--- config.mk ---
export PLATFORM = sky130hd
export DESIGN_NAME = drift_meter
export DESIGN_NICKNAME = d
export VERILOG_FILES = /design/src/rtl/drift_pkg.sv /design/src/rtl/drift_ctrl.sv /design/src/rtl/drift_datapath.sv /design/src/rtl/drift_meter.sv
export SDC_FILE = /design/constraint.sdc
export NUM_CORES = 1
export LEC_CHECK = 0
export BUFFER_PORTS_ARGS = -buffer_cell sky130_fd_sc_hd__buf_4
export CORE_UTILIZATION = 45
export CTS_BUF_LIST = sky130_fd_sc_hd__clkbuf_4 sky130_fd_sc_hd__clkbuf_8
export DETAILED_ROUTE_END_ITERATION = 12
export GPL_TIMING_DRIVEN = 0
export PLACE_DENSITY = 0.65
export RECOVER_POWER = 50
export SYNTH_ARGS = -nofsm -noshare
export SYNTH_HDL_FRONTEND = slang
export SYNTH_HIERARCHICAL = 1
export SYNTH_SLANG_ARGS = --single-unit
--- constraint.sdc ---
create_clock -name clk -period 5.4 [get_ports clk]
set_input_delay 0.27 -clock clk [delete_from_list [all_inputs] [get_ports clk]]
set_output_delay 0.27 -clock clk [all_outputs]
set_load 0.1 [all_outputs]
--- src/rtl/drift_pkg.sv ---
package drift_pkg;

  // Strobes from control to datapath, one set per clock.
  typedef struct packed {
    logic loadOne;   // a period boundary: counter restarts at one
    logic inc;       // count one more reference cycle
    logic capture;   // latch the finished count as a valid period
  } drift_strobes_t;

endpackage

--- src/rtl/drift_ctrl.sv ---
module drift_ctrl
  import drift_pkg::*;
(
  input  logic           clk,
  input  logic           rstN,
  input  logic           ppsIn,
  input  logic           atMax,
  output drift_strobes_t strobes,
  output logic           outOfRange
);

  logic ppsPrev;
  logic armed;
  logic ovfFlag;
  logic ppsEdge;
  logic timeoutNow;

  // Rising edge: high now, low at the previous clock.
  assign ppsEdge    = ppsIn & ~ppsPrev;
  assign timeoutNow = armed & atMax & ~ppsEdge;

  always_comb begin
    strobes         = '0;
    strobes.loadOne = ppsEdge;
    strobes.inc     = armed & ~ppsEdge & ~atMax;
    strobes.capture = ppsEdge & armed & ~ovfFlag;
  end

  always_ff @(posedge clk) begin
    if (!rstN) begin
      ppsPrev <= 1'b1;   // a level already high at release is not an edge
      armed   <= 1'b0;
      ovfFlag <= 1'b0;
    end else begin
      ppsPrev <= ppsIn;
      if (ppsEdge) begin
        armed   <= 1'b1;
        ovfFlag <= 1'b0;
      end else if (timeoutNow) begin
        ovfFlag <= 1'b1;
      end
    end
  end

  assign outOfRange = ovfFlag;

  // a timeout can only follow a started measurement.
  assert_flag_needs_arm_R7: assert property (@(posedge clk) disable iff (!rstN)
    ovfFlag |-> armed);

endmodule

--- src/rtl/drift_datapath.sv ---
module drift_datapath
  import drift_pkg::*;
#(
  parameter int CNT_W   = 25,
  parameter int NOMINAL = 10_000_000
) (
  input  logic                      clk,
  input  logic                      rstN,
  input  drift_strobes_t            strobes,
  output logic                      atMax,
  output logic signed [CNT_W:0]     driftOut,
  output logic                      driftValid
);

  localparam int DRIFT_W = CNT_W + 1;
  localparam logic [CNT_W-1:0] CNT_MAX = '1;
  localparam logic signed [DRIFT_W-1:0] NOM_S = DRIFT_W'(NOMINAL);

  logic [CNT_W-1:0] periodCnt;
  logic [CNT_W-1:0] capReg;
  logic             capPend;

  assign atMax = (periodCnt == CNT_MAX);

  // Period counter: restarts at one on each edge, saturates at the top.
  always_ff @(posedge clk) begin
    if (!rstN) begin
      periodCnt <= '0;
    end else if (strobes.loadOne) begin
      periodCnt <= CNT_W'(1);
    end else if (strobes.inc) begin
      periodCnt <= periodCnt + CNT_W'(1);
    end
  end

  // Stage one: hold the finished count.
  always_ff @(posedge clk) begin
    if (!rstN) begin
      capReg  <= '0;
      capPend <= 1'b0;
    end else begin
      capPend <= strobes.capture;
      if (strobes.capture) capReg <= periodCnt;
    end
  end

  // Stage two: signed difference from nominal.
  always_ff @(posedge clk) begin
    if (!rstN) begin
      driftOut   <= '0;
      driftValid <= 1'b0;
    end else begin
      driftValid <= capPend;
      if (capPend) driftOut <= $signed({1'b0, capReg}) - NOM_S;
    end
  end

  // output only moves together with the strobe.
  assert_hold_R6: assert property (@(posedge clk) disable iff (!rstN)
    !driftValid |-> $stable(driftOut));

endmodule

--- src/rtl/drift_meter.sv ---
module drift_meter
  import drift_pkg::*;
#(
  parameter int CNT_W   = 25,
  parameter int NOMINAL = 10_000_000
) (
  input  logic                  clk,
  input  logic                  rstN,
  input  logic                  ppsIn,
  output logic signed [CNT_W:0] driftOut,
  output logic                  driftValid,
  output logic                  outOfRange
);

  drift_strobes_t strobes;
  logic           atMax;

  drift_ctrl u_ctrl (
    .clk        (clk),
    .rstN       (rstN),
    .ppsIn      (ppsIn),
    .atMax      (atMax),
    .strobes    (strobes),
    .outOfRange (outOfRange)
  );

  drift_datapath #(
    .CNT_W   (CNT_W),
    .NOMINAL (NOMINAL)
  ) u_dp (
    .clk        (clk),
    .rstN       (rstN),
    .strobes    (strobes),
    .atMax      (atMax),
    .driftOut   (driftOut),
    .driftValid (driftValid)
  );

  // the result strobe lasts a single cycle.
  assert_valid_single_R3: assert property (@(posedge clk) disable iff (!rstN)
    driftValid |=> !driftValid);

  // no result emerges from an edge that ended an overlong period.
  assert_no_result_after_timeout_R7: assert property (@(posedge clk) disable iff (!rstN)
    driftValid |-> !$past(outOfRange, 2));

endmodule

Word level (Yosys, flattened, before mapping)
Cells that the tools add are included.
W data, S select, Z words.
- memories: 0
- memory bits (writable): 0
- memory bits (read-only): 0
- input bits: 3
- output and inout port bits: 28
- flip-flop bits (word level): 81
- bits in latches: 0
- word-level logic and storage cells: 28
- reduce and logical (&&, ||, !) cells: 2
- equality and inequality tests: 1
- add/sub/neg operators: 2
- order comparisons: 0
- multiply operators: 0
- div/mod/pow operators: 0
- shift-type cells: 0
- muxes and demuxes: 2
- bitwise operators: 12
- operators with widths (operator ; count):
    $sub A25 B24 Y26 const B ; 1
    $add A25 B1 Y25 const B ; 1
    $eq A25 B25 Y1 const B ; 1
    $and A1 B1 Y1 ; 7
    $not A1 Y1 ; 5
    $mux W1 ; 2
    $reduce_bool A2 Y1 ; 1
    $reduce_or A2 Y1 ; 1

Logic depth before layout (Yosys ltp)
- depth after elaboration: 7
- depth in mapped cells: 11
- mapped depth without buffers: 9

By module
The synthesis kept the hierarchy.
- by module, submodules not included (module ; sequential area each (um^2) ; area an instance (um^2) ; instances ; cells each):
    drift_datapath ; 1561.5 ; 3418.3 ; 1 ; 378
    drift_ctrl ; 60.1 ; 123.9 ; 1 ; 11

Worst setup path after synthesis
OpenSTA, ideal clock, no wires.
- path kind: flip-flop to flip-flop
- from: register u_dp.periodCnt[15]
- to: register u_dp.periodCnt[21]
- setup time: 0.070 ns
- setup slack: 2.526 ns
- arrival: 2.803 ns
- cell stages (with the launch flop): 12
- cells stage by stage: dfxtp_1 > and4_1 > clkbuf_1 > nand4_1 > nor4_1 > nor3b_1 > and4_1 > buf_4 > or4b_4 > buf_6 > or3_1 > a21oi_1
- RTL lines (element ; line ; text):
    start, declared ; drift_datapath.sv:19 ; logic [CNT_W-1:0] periodCnt;
    start signal, assigned ; drift_datapath.sv:32 ; periodCnt <= periodCnt + CNT_W'(1);

==> results_dict.tcl <==
set metrics [dict create \
    status "complete, no violations" \
    critical_path_arrival_ns 3.65 \
    cts-root-buf "clkbuf_8" \
    ios 31 \
    numCtsBuffers 9 \
    layout_common_cells "dfxtp_1 (81), nor2_1 (56), clkbuf_1 (48)" \
    cpMostUsedCell "clkbuf_1" \
    synth_edf_count 0 \
    cap_violations 0 \
    synth-main-ff-cell "dfxtp_1" \
    drive_above_1_share_pct 5.53 \
    grt_max_degree 14 \
    hold_viol_final 0 \
    grtUsageMet2_pct 28.7 \
    portBuffers 30 \
    path_cells "and4_1, clkbuf_1, nand4_1, nor4_1, nor3b_1, nand3_1, or4_1, clkbuf_1, or3_1, a21oi_1" \
    cts_resized 0 \
    r2r_setup_slack_ns 2.02 \
    postSynthCellCount 389 \
    cts_hold_buffers 0 \
    via_per_inst 5.33 \
    setup_viol 0 \
    ys_ff_latch 81 \
    ys_warn_count 6 \
    fp.dieH_um 90.7 \
    synth_top_area_share_pct 45.8 \
    design.core.area_um2 7450 \
    grtUsageMet3_pct 4.38 \
    stdcell_count 533 \
    synthArstFlopShare_pct 0 \
    start_util_pct 47.6 \
    setup-tns-final_ns 0 \
    ys_seq_area_share_pct 45.8 \
    syn-num-nets 394 \
    synth_top_area_cell "dfxtp_1" \
    synthTopCellsByArea "dfxtp_1 (46%), mux2i_1 (10%), nor2_1 (5.9%)" \
    die_x_um 90.7 \
    cts.path.max_buffers 2 \
    fin_worst_skew_ns 0.00878 \
    ant_nets 0 \
    critPathMaxFanout 10 \
    worstSkewPairLatency_ns 0.35 \
    fin_crit_ns 3.38 \
    grt_pass1_vias 2537 \
    cp_num_buf_inv 2 \
    area_delta_synth_final_pct 12.4 \
    critPathLaunchType "register" \
    synthesis.area_um2 3540 \
    dp_hpwl_um 5380 \
    drtIter0Drc 97 \
    gr-usage-met1_pct 25.9 \
    grt_use_total_pct 19.1 \
    endpoint_kind "register" \
    nNetsFinal 435 \
    vias 2842 \
    p_leak_nw 1.36 \
    dieArea_um2 8230 \
    max_stage_delay_ns 0.67 \
    postCtsSetupRepairBufs 0 \
    drtPass1Iterations 4 \
    cp.required_ns 5.68 \
    grt_pass1_wl_um 12400 \
    ctsHtreeMaxLevel 3 \
    dp.cells 518 \
    p_per_area_nw_per_um2 273 \
    timing.hold.ws_ns 0.132 \
    n_fill_cell 713 \
    finalCritPeriodShare_pct 62.5 \
    grt_antenna_before_repair 0 \
    rows 31 \
    wire_per_inst_um 14.0 \
    final_util_pct 53.5 \
    cp_slowest_cell "nor3b_1" \
    cts.sinks 81 \
    cts_tree "yes" \
    rsz0062_at_grt "no" \
    place.gp.congestion 0.839 \
    min_path_type "in2reg" \
    clk_pin_slew_ns 0.08 \
    finalPower_mw 1.09 \
    layout_commonest_cell "dfxtp_1" \
    max_freq_mhz 296 \
    routed_wl_um 7470 \
    ir_drop_uv 132 \
    avgSynthCellArea_um2 9.11 \
    drc 0 \
    worstSetupPathType "reg2reg" \
    n_antenna_cell 0 \
    yosysUniqueCellTypes 53 \
    grt_busiest_layer "met2" \
    slew_violations 0 \
    globalRouteOverflowTotal 0 \
    path_delay_family "simple AND/OR/NAND/NOR gates" \
    worst_pin_slew_ns 1.18 \
    relSlewSlack_pct 21.8 \
]
[cell type report]
cell class / count / area (um^2) / area share [%]
multi-input cells: 277 / 1780 / 44.7
flip-flops and latches: 81 / 1620 / 40.7
clock buffers: 11 / 151 / 3.80
well taps: 99 / 124 / 3.11
repair buffers: 30 / 120 / 3.02
plain buffers: 25 / 109 / 2.73
clock inverters: 4 / 52.6 / 1.32
inverters: 6 / 22.5 / 0.566
[metrics by stage]
stage	setup WS (ns)	cell area, um^2
after floorplan	2.53	3540
after global placement	2.06	3890
after detailed placement	2.05	3890
after CTS	2.05	4100
after global routing	1.73	3980
final	2.02	3980
[path summary, 6_finish.rpt]
path / cells past startpoint / start / end
setup / recovery: 10 / u_dp/periodCnt[14] / u_dp/periodCnt[18]
hold / removal: 2 / ppsIn / u_ctrl/ppsPrev
setup reg to reg: 10 / u_dp/periodCnt[14] / u_dp/periodCnt[18]
hold reg to reg: 2 / u_dp/driftOut[21] / u_dp/driftOut[21]
[worst reg2reg max path, delay by kind of cell, from the launching register on]
family,cells,cell delay [ns]
AOI/OAI and AO/OA,1,0.14
and+or+nand+nor,7,2.43
buffers and inverters,2,0.37
DFF,1,0.38
[Yosys cell counts, types with 6 or more instances]
| cell | count |
|---|---|
| a21oi_1 | 21 |
| nand3_1 | 16 |
| o21ai_0 | 23 |
| inv_1 | 6 |
| nand4_1 | 7 |
| clkbuf_1 | 19 |
| mux2i_1 | 36 |
| xnor2_1 | 9 |
| nor2_1 | 56 |
| nand2_1 | 14 |
| or3_1 | 15 |
| dfxtp_1 | 81 |
| a211oi_1 | 7 |
| xor2_1 | 9 |
[power by group]
group | total, mW | leakage [nW] | switching [mW] | internal (mW)
sequential | 0.601 | 0.653 | 0.00191 | 0.599
combinational | 0.0309 | 0.614 | 0.0234 | 0.00747
clock | 0.453 | 0.0937 | 0.217 | 0.236
total | 1.09 | 1.36 | 0.242 | 0.843
[flip-flops by register name, summed over array words and instances, names as in the netlist]
| register | flops |
|---|---|
| u_ctrl/outOfRange | 1 |
| u_dp/capReg | 25 |
| u_ctrl/ppsPrev | 1 |
| u_dp/driftOut | 26 |
| u_dp/capPend | 1 |
| u_ctrl/armed | 1 |
| u_dp/periodCnt | 25 |
| u_dp/driftValid | 1 |
[logic make-up after synthesis]
group	Yosys count	share of synthesized area [%]
muxes	36	10.2
buffers and inverters	31	3.71
adders and majority gates	2	0.706
DFF	81	45.8
and+or+nand+nor	148	22.0
AOI/OAI and AO/OA	73	13.1
xor gates and xnor gates	18	4.45
[metal layers]
metal | wire length [um] | share of wire, % | vias to the layer above
met5 | 0 | 0 | -
met4 | 159 | 2.1 | 0
met3 | 233 | 3.1 | 13
met2 | 3250 | 43 | 42
met1 | 3830 | 51 | 1312
li1 | - | - | 1475
No activity file was read; power rests on OpenSTA's default activity.
